==> src/rtl/apb_irq_pkg.sv <==
package apb_irq_pkg;

  localparam int REG_W = 32;
  localparam int MAX_SRC = 64;

  localparam logic [7:0] OFF_EN_LO = 8'h00;
  localparam logic [7:0] OFF_EN_HI = 8'h04;
  localparam logic [7:0] OFF_MK_LO = 8'h08;
  localparam logic [7:0] OFF_MK_HI = 8'h0C;
  localparam logic [7:0] OFF_ST_LO = 8'h30;
  localparam logic [7:0] OFF_ST_HI = 8'h34;

  typedef enum logic [2:0] {
    SEL_NONE,
    SEL_EN_LO,
    SEL_EN_HI,
    SEL_MK_LO,
    SEL_MK_HI,
    SEL_ST_LO,
    SEL_ST_HI
  } reg_sel_e;

  function automatic reg_sel_e decode_off(input logic [7:0] off);
    case (off)
      OFF_EN_LO: decode_off = SEL_EN_LO;
      OFF_EN_HI: decode_off = SEL_EN_HI;
      OFF_MK_LO: decode_off = SEL_MK_LO;
      OFF_MK_HI: decode_off = SEL_MK_HI;
      OFF_ST_LO: decode_off = SEL_ST_LO;
      OFF_ST_HI: decode_off = SEL_ST_HI;
      default:   decode_off = SEL_NONE;
    endcase
  endfunction

endpackage

==> src/rtl/irq_qualify.sv <==
module irq_qualify #(
  parameter int NUM_SRC = 40
) (
  input  logic               clk,
  input  logic               rst,
  input  logic [NUM_SRC-1:0] src,
  input  logic [NUM_SRC-1:0] en,
  input  logic [NUM_SRC-1:0] mk,
  output logic [NUM_SRC-1:0] fin,
  output logic               irq_o
);

  // A source passes only when enabled and not blocked by its mask bit.
  assign fin = src & en & ~mk;

  always_ff @(posedge clk) begin
    if (rst) irq_o <= 1'b0;
    else     irq_o <= |fin;
  end

endmodule

==> src/rtl/irq_apb_regs.sv <==
module irq_apb_regs
  import apb_irq_pkg::*;
#(
  parameter int NUM_SRC = 40,
  parameter int ADDR_W  = 8
) (
  input  logic               clk,
  input  logic               rst,
  input  logic               psel,
  input  logic               penable,
  input  logic               pwrite,
  input  logic [ADDR_W-1:0]  paddr,
  input  logic [REG_W-1:0]   pwdata,
  input  logic [NUM_SRC-1:0] fin,
  output logic [NUM_SRC-1:0] en_q,
  output logic [NUM_SRC-1:0] mk_q,
  output logic [REG_W-1:0]   prdata
);

  localparam int PAD_W = MAX_SRC - NUM_SRC;

  reg_sel_e           sel;
  logic               wr_acc;
  logic               rd_setup;
  logic [NUM_SRC-1:0] en_d, mk_d;
  logic [MAX_SRC-1:0] en64, mk64, st64;
  logic [REG_W-1:0]   rd_mux;

  always_comb begin
    if ((paddr >> 8) == '0) sel = decode_off(paddr[7:0]);
    else                    sel = SEL_NONE;
  end

  assign wr_acc   = psel & penable & pwrite;
  assign rd_setup = psel & ~penable & ~pwrite;

  // Per-bit next state; the low word feeds sources 0..31 and the high word the rest.
  always_comb begin
    en_d = en_q;
    mk_d = mk_q;
    for (int i = 0; i < NUM_SRC; i++) begin
      if (wr_acc) begin
        if (i < REG_W) begin
          if (sel == SEL_EN_LO) en_d[i] = pwdata[i % REG_W];
          if (sel == SEL_MK_LO) mk_d[i] = pwdata[i % REG_W];
        end else begin
          if (sel == SEL_EN_HI) en_d[i] = pwdata[i % REG_W];
          if (sel == SEL_MK_HI) mk_d[i] = pwdata[i % REG_W];
        end
      end
    end
  end

  always_ff @(posedge clk) begin
    if (rst) begin
      en_q <= '0;
      mk_q <= '0;
    end else begin
      en_q <= en_d;
      mk_q <= mk_d;
    end
  end

  // Absent positions are tied to zero in the 64-bit read views.
  generate
    if (NUM_SRC < MAX_SRC) begin : g_pad
      assign en64 = {{PAD_W{1'b0}}, en_q};
      assign mk64 = {{PAD_W{1'b0}}, mk_q};
      assign st64 = {{PAD_W{1'b0}}, fin};
    end else begin : g_full
      assign en64 = en_q;
      assign mk64 = mk_q;
      assign st64 = fin;
    end
  endgenerate

  always_comb begin
    case (sel)
      SEL_EN_LO: rd_mux = en64[REG_W-1:0];
      SEL_EN_HI: rd_mux = en64[MAX_SRC-1:REG_W];
      SEL_MK_LO: rd_mux = mk64[REG_W-1:0];
      SEL_MK_HI: rd_mux = mk64[MAX_SRC-1:REG_W];
      SEL_ST_LO: rd_mux = st64[REG_W-1:0];
      SEL_ST_HI: rd_mux = st64[MAX_SRC-1:REG_W];
      default:   rd_mux = '0;
    endcase
  end

  always_ff @(posedge clk) begin
    if (rst)           prdata <= '0;
    else if (rd_setup) prdata <= rd_mux;
  end

endmodule

==> src/rtl/apb_irq_agg.sv <==
module apb_irq_agg #(
  parameter int NUM_SRC = 40,
  parameter int ADDR_W  = 8
) (
  input  logic               clk,
  input  logic               rst,
  input  logic               psel,
  input  logic               penable,
  input  logic               pwrite,
  input  logic [ADDR_W-1:0]  paddr,
  input  logic [31:0]        pwdata,
  output logic [31:0]        prdata,
  output logic               pready,
  output logic               pslverr,
  input  logic [NUM_SRC-1:0] irq_src,
  output logic               irq_o
);

  logic [NUM_SRC-1:0] en_q, mk_q, fin;

  assign pready  = 1'b1;
  assign pslverr = 1'b0;

  irq_apb_regs #(.NUM_SRC(NUM_SRC), .ADDR_W(ADDR_W)) u_regs (
    .clk     (clk),
    .rst     (rst),
    .psel    (psel),
    .penable (penable),
    .pwrite  (pwrite),
    .paddr   (paddr),
    .pwdata  (pwdata),
    .fin     (fin),
    .en_q    (en_q),
    .mk_q    (mk_q),
    .prdata  (prdata)
  );

  irq_qualify #(.NUM_SRC(NUM_SRC)) u_qual (
    .clk   (clk),
    .rst   (rst),
    .src   (irq_src),
    .en    (en_q),
    .mk    (mk_q),
    .fin   (fin),
    .irq_o (irq_o)
  );

endmodule

==> config.mk <==
export PLATFORM = sky130hd
export DESIGN_NAME = apb_irq_agg
export DESIGN_NICKNAME = d
export VERILOG_FILES = /design/src/rtl/apb_irq_pkg.sv /design/src/rtl/irq_qualify.sv /design/src/rtl/irq_apb_regs.sv /design/src/rtl/apb_irq_agg.sv
export SDC_FILE = /design/constraint.sdc
export NUM_CORES = 1
export LEC_CHECK = 0
export CORE_UTILIZATION = 51
export CTS_CLUSTER_DIAMETER = 30
export DETAILED_ROUTE_END_ITERATION = 7
export PLACE_DENSITY = 0.86
export SYNTH_ARGS = -nofsm -noshare
export SYNTH_HDL_FRONTEND = slang
export SYNTH_SLANG_ARGS = --single-unit
==> constraint.sdc <==
create_clock -name clk -period 2.1 [get_ports clk]
set_clock_uncertainty 0.05 [all_clocks]
set_input_delay 0.315 -clock clk [delete_from_list [all_inputs] [get_ports clk]]
set_output_delay 0.315 -clock clk [all_outputs]
set_load 0.005 [all_outputs]
==> results of run 1 <==
sequential cells by signal, indices dropped and copies added, names as in the netlist:
signal and cells:
u_qual.irq_o 1, u_regs.prdata 32, u_regs.en_q 40, u_regs.mk_q 40
cell type report:
type | count | area share (%)
timing repair buffer | 151 | 20.87
clock inverter | 12 | 1.508
multi-input combinational | 428 | 38.35
inverter | 1 | 0.05141
tap | 133 | 2.279
clock buffer | 20 | 5.963
sequential | 113 | 30.98
per-layer routing:
layer	up-vias	global-route usage, %	part of all wire, %
met5	-	0	0
met4	0	17.96	4.6
met3	75	8.960	8.8
met2	310	50.10	47
met1	2487	37.68	39
li1	2316	-	-
worst max-delay path by stage:
stage	slack (ps)	from	depth (start not counted)	end
finish	80	paddr[7]	7	u_regs.mk_q[31]
global route	9	paddr[7]	7	u_regs.prdata[7]
CTS	70	paddr[7]	7	u_regs.mk_q[31]
detailed placement	-400	paddr[7]	7	u_regs.mk_q[37]
global placement	-350	paddr[7]	7	u_regs.mk_q[37]
floorplan	160	paddr[7]	6	u_regs.mk_q[39]
what timing repair did:
item | CTS | global route
hold buffers | 0 | 0
endpoints found under the setup margin | 0 | 6
endpoints found under the hold margin | 0 | 0
critical path: cells and delay by family:
family	cells	cell delay, ps
compound gates	1	220
simple gates	4	1250
buf+inv	2	600
metrics by stage:
| stage | cells | utilization [%] |
|---|---|---|
| 2_1_floorplan | 584 | - |
| 3_5_place_dp | 826 | 67.87 |
| 4_1_cts | 858 | 73.35 |
| 3_3_place_gp | 826 | 67.87 |
| 6_report | 858 | 73.35 |
| 5_1_grt | 858 | 73.35 |
where the power goes:
group          internal (mW)  switching (mW)  total, mW
logic                  0.196           0.154      0.350
registers               2.15         0.00368       2.16
clock network           1.60            1.03       2.62
total                   3.94            1.19       5.13
cells in the final DEF (no fill, tap or decap), types with 2 or more instances in the layout:
cell type / count
nor2_1: 30
mux2i_1: 46
nand2_2: 2
nor2b_1: 2
and2_1: 3
dfxtp_1: 113
o21ai_0: 5
nor4_1: 3
buf_12: 8
a22oi_1: 6
clkbuf_1: 2
nor3_1: 9
o21ai_1: 2
nand3b_1: 34
a21oi_1: 4
mux4_2: 7
o221ai_1: 19
clkdlybuf4s50_1: 116
conb_1: 2
and3b_1: 7
a21oi_2: 60
nand3_1: 2
clkbuf_16: 16
nand4_1: 6
a221oi_1: 7
nand2_1: 158
buf_4: 27
mux2_2: 2
clkbuf_8: 2
clkinvlp_4: 7
clkinv_2: 2
kinds of logic after synthesis:
logic type	share of synthesized area [%]
compound gates	16.71
xor+xnor	0.1650
buf+inv	4.665
flops	42.60
mux	12.06
other cells	0.1414
simple gates	23.66
==> metrics.txt, run 1 <==
# TYPE chip_impl_metric gauge
chip_impl_info{name="status",value="complete, no violations"} 1
chip_impl_metric{name="postCtsSetupBuffers",unit=""} 0
chip_impl_metric{name="synth_enable_flop_cells",unit=""} 0
chip_impl_metric{name="final_wirelength",unit="um"} 16450
chip_impl_metric{name="final-hold-violation-count",unit=""} 0
chip_impl_metric{name="fin_crit_sh",unit="%"} 96.02
chip_impl_info{name="synth.area.top_cells",value="dfxtp_1 (43%), nand2_1 (11%), a21oi_2 (9.9%)"} 1
chip_impl_info{name="crit_path_start_kind",value="input pin"} 1
chip_impl_info{name="reg2reg_capture_point",value="u_qual.irq_o"} 1
chip_impl_metric{name="fin_total_pwr",unit="mW"} 5.129
chip_impl_metric{name="hold-worst-slack",unit="ps"} 145.6
chip_impl_metric{name="fraction_of_registers_with_async_set_reset",unit="%"} 0
chip_impl_metric{name="crit_required",unit="ps"} 2470
chip_impl_info{name="dominantRegCellSynth",value="dfxtp_1"} 1
chip_impl_metric{name="dp_area",unit="sq mm"} 0.006756
chip_impl_metric{name="die-area",unit="sq mm"} 0.01082
chip_impl_metric{name="grt.overflow.total",unit=""} 0
chip_impl_metric{name="post-route-min-period",unit="ps"} 2016
chip_impl_metric{name="io_pins",unit=""} 120
chip_impl_metric{name="clock_sink_count",unit=""} 113
chip_impl_metric{name="placementRows",unit=""} 36
chip_impl_metric{name="synth_cell_type_count",unit=""} 41
chip_impl_info{name="critical_path_class",value="input pin to flop"} 1
chip_impl_metric{name="p_per_area",unit="mW/mm^2"} 702.4
chip_impl_metric{name="floorplan.core_area",unit="sq mm"} 0.009955
chip_impl_metric{name="drtIter0Drc",unit=""} 403
chip_impl_metric{name="multi_input_area",unit="sq mm"} 0.002800
chip_impl_metric{name="final-max-slew-violation-count",unit=""} 0
chip_impl_info{name="timing.hold.worst_endpoint",value="u_regs.en_q[23]"} 1
chip_impl_metric{name="synthCells",unit=""} 584
chip_impl_metric{name="gpl.final_weighted_congestion",unit=""} 0.8365
chip_impl_metric{name="synth.yosys.warnings",unit=""} 0
chip_impl_metric{name="critical_path.max_fanout",unit=""} 21
chip_impl_metric{name="place_ws",unit="ps"} -402.2
chip_impl_metric{name="synth_sequential_area_ratio",unit="%"} 42.60
chip_impl_metric{name="fillers",unit=""} 642
chip_impl_metric{name="initial_core_util",unit="%"} 53.34
chip_impl_metric{name="num_vias",unit=""} 5188
chip_impl_metric{name="tightest_slew",unit="ps"} 909.2
chip_impl_metric{name="ant_nets",unit=""} 0
chip_impl_metric{name="die_height",unit="um"} 104.0
chip_impl_metric{name="postCtsResizedCells",unit=""} 0
chip_impl_metric{name="p_leak",unit="nW"} 2.445
chip_impl_metric{name="dieWidth",unit="um"} 104.0
chip_impl_metric{name="clock_insertion_delay_worst_skew",unit="ps"} 520
chip_impl_metric{name="detail_route.drc_violations",unit=""} 0
chip_impl_info{name="clockRootBuffer",value="clkbuf_8"} 1
chip_impl_metric{name="antenna_cells",unit=""} 0
chip_impl_metric{name="peakVddDrop",unit="mV"} 0.5064
chip_impl_metric{name="wl_per_cell",unit="um"} 19.17
chip_impl_metric{name="final-seq-area",unit="sq mm"} 0.002262
chip_impl_info{name="crit_path_top_delay_cell",value="or4_4"} 1
chip_impl_info{name="synthTopCellsByCount",value="nand2_1 (158), dfxtp_1 (113), a21oi_2 (60)"} 1
chip_impl_metric{name="clock_edge_transition_at_the_registers_on_the_reported_setup_and_hold_paths",unit="ps"} 60
chip_impl_metric{name="setup.reg_to_reg.worst_slack",unit="ps"} 380
chip_impl_metric{name="grt_pass1_vias",unit=""} 5294
chip_impl_metric{name="fmax",unit="MHz"} 495.9
chip_impl_metric{name="slew-limit-headroom",unit="%"} 38.87
chip_impl_info{name="worstHoldPathType",value="input pin to flop"} 1
chip_impl_metric{name="holdPathStages",unit=""} 2
chip_impl_metric{name="post_synth.cell_area_avg",unit="sq um"} 9.093
chip_impl_metric{name="htree_num_levels",unit=""} 4
chip_impl_metric{name="reg2reg_depth",unit=""} 5
chip_impl_metric{name="fin_setup_tns",unit="ps"} 0
chip_impl_info{name="synthMostInstantiatedCell",value="nand2_1"} 1
chip_impl_metric{name="worstPathArrival",unit="ps"} 2380
chip_impl_info{name="rsz0062_at_grt",value="false"} 1
chip_impl_metric{name="final_design_area_no_fill",unit="sq mm"} 0.007302
chip_impl_info{name="critical_path.cell_chain",value="clkdlybuf4s50_1, or4_4, nor4_4, and2_1, buf_12, nand2_1, a21oi_1"} 1
chip_impl_metric{name="final_layout_net_count",unit=""} 797
chip_impl_metric{name="cts_buffer_depth",unit=""} 2
chip_impl_metric{name="cap_violations",unit=""} 0
chip_impl_metric{name="cts_made_buffers",unit=""} 17
chip_impl_metric{name="final_layout_size_suffix_gt1_share",unit="%"} 19.59
chip_impl_metric{name="ys_seq_elements",unit=""} 113
chip_impl_metric{name="layout_setup_ws",unit="ps"} 83.55
chip_impl_info{name="cts_tree",value="done"} 1
chip_impl_metric{name="global_route_wire_length_before_repair",unit="um"} 26690
chip_impl_metric{name="dp.final_hpwl",unit="um"} 11050
chip_impl_info{name="category_of_the_worst_setup_path_capture_point",value="flop"} 1
chip_impl_metric{name="grt_use_total",unit="%"} 31.34
chip_impl_metric{name="synth_top_area_share",unit="%"} 42.60
chip_impl_info{name="synth_top_area_cell",value="dfxtp_1"} 1
chip_impl_info{name="worstHoldStart",value="rst"} 1
chip_impl_metric{name="layout-area-overhead-vs-synth",unit="%"} 37.51
chip_impl_metric{name="grt_start_max_net_pins",unit=""} 44
chip_impl_metric{name="post_drt_via_cell_ratio",unit=""} 6.047
chip_impl_metric{name="critical-path-max-stage-delay",unit="ps"} 560
chip_impl_metric{name="count_of_endpoints_failing_setup_in_the_final_report",unit=""} 0
chip_impl_metric{name="drt-pass1-iter-count",unit=""} 6
chip_impl_metric{name="post_synth_instance_area",unit="sq mm"} 0.005310
chip_impl_info{name="r2r-start",value="u_regs.mk_q[24]"} 1
chip_impl_metric{name="syn_nets",unit=""} 669
chip_impl_metric{name="antenna_found_initial",unit=""} 0
chip_impl_metric{name="numPortBuffers",unit=""} 117
Power figures use the tool's default switching activity.
==> run 2: changes to the inputs <==
Settings changed: PLACE_DENSITY 0.86 to 0.78.
==> metrics.txt, run 2 (same netlist as run 1, synthesis figures left out) <==
# TYPE chip_impl_metric gauge
chip_impl_info{name="status",value="complete, no violations"} 1
chip_impl_metric{name="global_route_wire_length_before_repair",unit="um"} 25650
chip_impl_metric{name="worstPathArrival",unit="ps"} 2370
chip_impl_metric{name="p_leak",unit="nW"} 2.521
chip_impl_info{name="r2r-start",value="u_regs.mk_q[24]"} 1
chip_impl_metric{name="floorplan.core_area",unit="sq mm"} 0.009955
chip_impl_info{name="most_common_library_cell_in_the_layout_ignoring_fill_and_taps",value="nand2_1"} 1
chip_impl_metric{name="cts_buffer_depth",unit=""} 2
chip_impl_metric{name="num_vias",unit=""} 5050
chip_impl_metric{name="io_pins",unit=""} 120
chip_impl_metric{name="p_switching",unit="mW"} 1.186
chip_impl_metric{name="place_ws",unit="ps"} -433.7
chip_impl_metric{name="hold-worst-slack",unit="ps"} 206.2
chip_impl_metric{name="layout-area-overhead-vs-synth",unit="%"} 39.49
chip_impl_metric{name="grt_pass1_vias",unit=""} 5080
chip_impl_info{name="category_of_the_worst_setup_path_capture_point",value="flop"} 1
chip_impl_metric{name="final_layout_net_count",unit=""} 803
chip_impl_metric{name="critical_path.max_fanout",unit=""} 5
chip_impl_metric{name="numPlacedInstances",unit=""} 832
chip_impl_metric{name="grt_use_total",unit="%"} 30.25
chip_impl_metric{name="grt.overflow.total",unit=""} 0
chip_impl_metric{name="clock_edge_transition_at_the_registers_on_the_reported_setup_and_hold_paths",unit="ps"} 60
chip_impl_info{name="critical_path.cell_chain",value="clkdlybuf4s50_1, or4_4, buf_4, nor3_2, nor4b_2, buf_4, a22oi_1, o21ai_0"} 1
chip_impl_info{name="clockRootBuffer",value="clkbuf_8"} 1
chip_impl_metric{name="count_of_endpoints_failing_setup_in_the_final_report",unit=""} 0
chip_impl_metric{name="pwr-share-comb",unit="%"} 6.6
chip_impl_metric{name="drt-pass1-iter-count",unit=""} 5
chip_impl_metric{name="wl_per_cell",unit="um"} 18.43
chip_impl_metric{name="critical-path-max-stage-delay",unit="ps"} 560
chip_impl_metric{name="drtIter0Drc",unit=""} 295
chip_impl_metric{name="gpl.final_weighted_congestion",unit=""} 0.8531
chip_impl_metric{name="hold_buffers",unit=""} 0
chip_impl_metric{name="final_wirelength",unit="um"} 15920
chip_impl_info{name="registers_with_the_most_flip_flops",value="u_regs.en_q x40, u_regs.mk_q x40, u_regs.prdata x32"} 1
chip_impl_metric{name="tightest_slew",unit="ps"} 806.3
chip_impl_info{name="layout_common_cells",value="nand2_1 (158), clkdlybuf4s50_1 (116), dfxtp_1 (113)"} 1
chip_impl_metric{name="placementRows",unit=""} 36
chip_impl_metric{name="clock_sink_count",unit=""} 113
chip_impl_metric{name="antenna_cells",unit=""} 0
chip_impl_metric{name="pwr-share-clk",unit="%"} 53.4
chip_impl_metric{name="final-max-slew-violation-count",unit=""} 0
chip_impl_metric{name="initial_core_util",unit="%"} 53.34
chip_impl_info{name="crit_path_start_kind",value="input pin"} 1
chip_impl_metric{name="dp.final_hpwl",unit="um"} 10850
chip_impl_metric{name="htree_num_levels",unit=""} 4
chip_impl_metric{name="cap_violations",unit=""} 0
chip_impl_metric{name="p_per_area",unit="mW/mm^2"} 726.7
chip_impl_metric{name="numPortBuffers",unit=""} 117
chip_impl_info{name="worstHoldPathType",value="input pin to flop"} 1
chip_impl_metric{name="final-hold-violation-count",unit=""} 0
chip_impl_metric{name="dieWidth",unit="um"} 104.0
chip_impl_info{name="cts_tree",value="done"} 1
chip_impl_metric{name="detail_route.drc_violations",unit=""} 0
chip_impl_metric{name="crit_required",unit="ps"} 2480
chip_impl_metric{name="ant_nets",unit=""} 0
chip_impl_metric{name="grt_start_max_net_pins",unit=""} 58
chip_impl_metric{name="antenna_found_initial",unit=""} 0
chip_impl_metric{name="peakVddDrop",unit="mV"} 0.4551
chip_impl_info{name="critical_path_class",value="input pin to flop"} 1
chip_impl_metric{name="post-route-min-period",unit="ps"} 1984
chip_impl_metric{name="reg2reg_depth",unit=""} 5
chip_impl_metric{name="fmax",unit="MHz"} 504.1
chip_impl_metric{name="clock_insertion_delay_worst_skew",unit="ps"} 520
chip_impl_metric{name="die_height",unit="um"} 104.0
chip_impl_metric{name="fin_crit_sh",unit="%"} 94.47
chip_impl_info{name="startpoint",value="paddr[7]"} 1
chip_impl_metric{name="holdPathStages",unit=""} 4
chip_impl_metric{name="slew-limit-headroom",unit="%"} 46.25
chip_impl_metric{name="internal",unit="mW"} 4.197
chip_impl_metric{name="cts_made_buffers",unit=""} 17
chip_impl_metric{name="power_switching_share",unit="%"} 22.02
chip_impl_metric{name="die-area",unit="sq mm"} 0.01082
chip_impl_info{name="crit_path_top_delay_cell",value="or4_4"} 1
chip_impl_metric{name="layout_setup_ws",unit="ps"} 116.2
chip_impl_info{name="rsz0062_at_grt",value="false"} 1
chip_impl_metric{name="post_drt_via_cell_ratio",unit=""} 5.845
chip_impl_metric{name="power.sequential.fraction",unit="%"} 40.0
chip_impl_info{name="timing.critical_path.mode_cell",value="buf_4"} 1
chip_impl_metric{name="postCtsSetupBuffers",unit=""} 0
chip_impl_info{name="worstHoldStart",value="rst"} 1
chip_impl_metric{name="final_layout_size_suffix_gt1_share",unit="%"} 20.25
chip_impl_metric{name="number_of_standard_cells_in_the_layout_taps_in_and_fillers_out",unit=""} 864
run 2: repair_timing:
item / in CTS / in global routing
setup endpoints to repair: 0 / 3
resized for setup: 0 / 0
endpoints found under the hold margin: 0 / 0
run 2: final cells by class:
class,instances,area [sq um]
fillers,715,2547
flip-flops and latches,113,2262
clock inverters,12,157.7
multi-input cells,428,2800
repair buffers,157,1582
clock buffers,20,435.4
well taps,133,166.4
inverters,1,3.754
run 2: final timing paths:
kind / endpoint / slack [ps]
setup reg to reg: u_qual.irq_o / 370
setup / recovery: u_regs.prdata[17] / 120
hold / removal: u_regs.prdata[7] / 210
hold reg to reg: u_regs.prdata[16] / 410
run 2: power by group through the flow:
| stage | registers [mW] | clock network [mW] | logic, mW |
|---|---|---|---|
| after floorplan | 2.20 | 0 | 0.101 |
| after global placement | 2.20 | 0 | 0.345 |
| after detailed placement | 2.20 | 0 | 0.348 |
| after CTS | 2.15 | 2.88 | 0.351 |
| after global routing | 2.15 | 2.98 | 0.371 |
| final | 2.15 | 2.87 | 0.355 |
run 2: stage by stage:
step | util [%] | area (sq um) | TNS [ps] | power, mW
after global routing | 74.41 | 7407 | 0 | 5.506
after CTS | 74.41 | 7407 | 0 | 5.383
after detailed placement | 68.45 | 6814 | -38580 | 2.549
after floorplan | - | 5310 | 0 | 2.302
final | 74.41 | 7407 | 0 | 5.383
after global placement | 68.45 | 6814 | -33300 | 2.546
run 2: critical path: cells and delay by family:
| kind | cells | cell delay, ps |
|---|---|---|
| compound gates | 2 | 160 |
| buf+inv | 3 | 770 |
| simple gates | 3 | 1120 |
run 2: metal layers:
metal,GRT usage (%),vias up,routed length [um]
met4,13.57,0,425
li1,-,2335,-
met5,0,-,0
met2,49.81,270,7576
met3,7.268,39,1308
met1,37.44,2406,6611
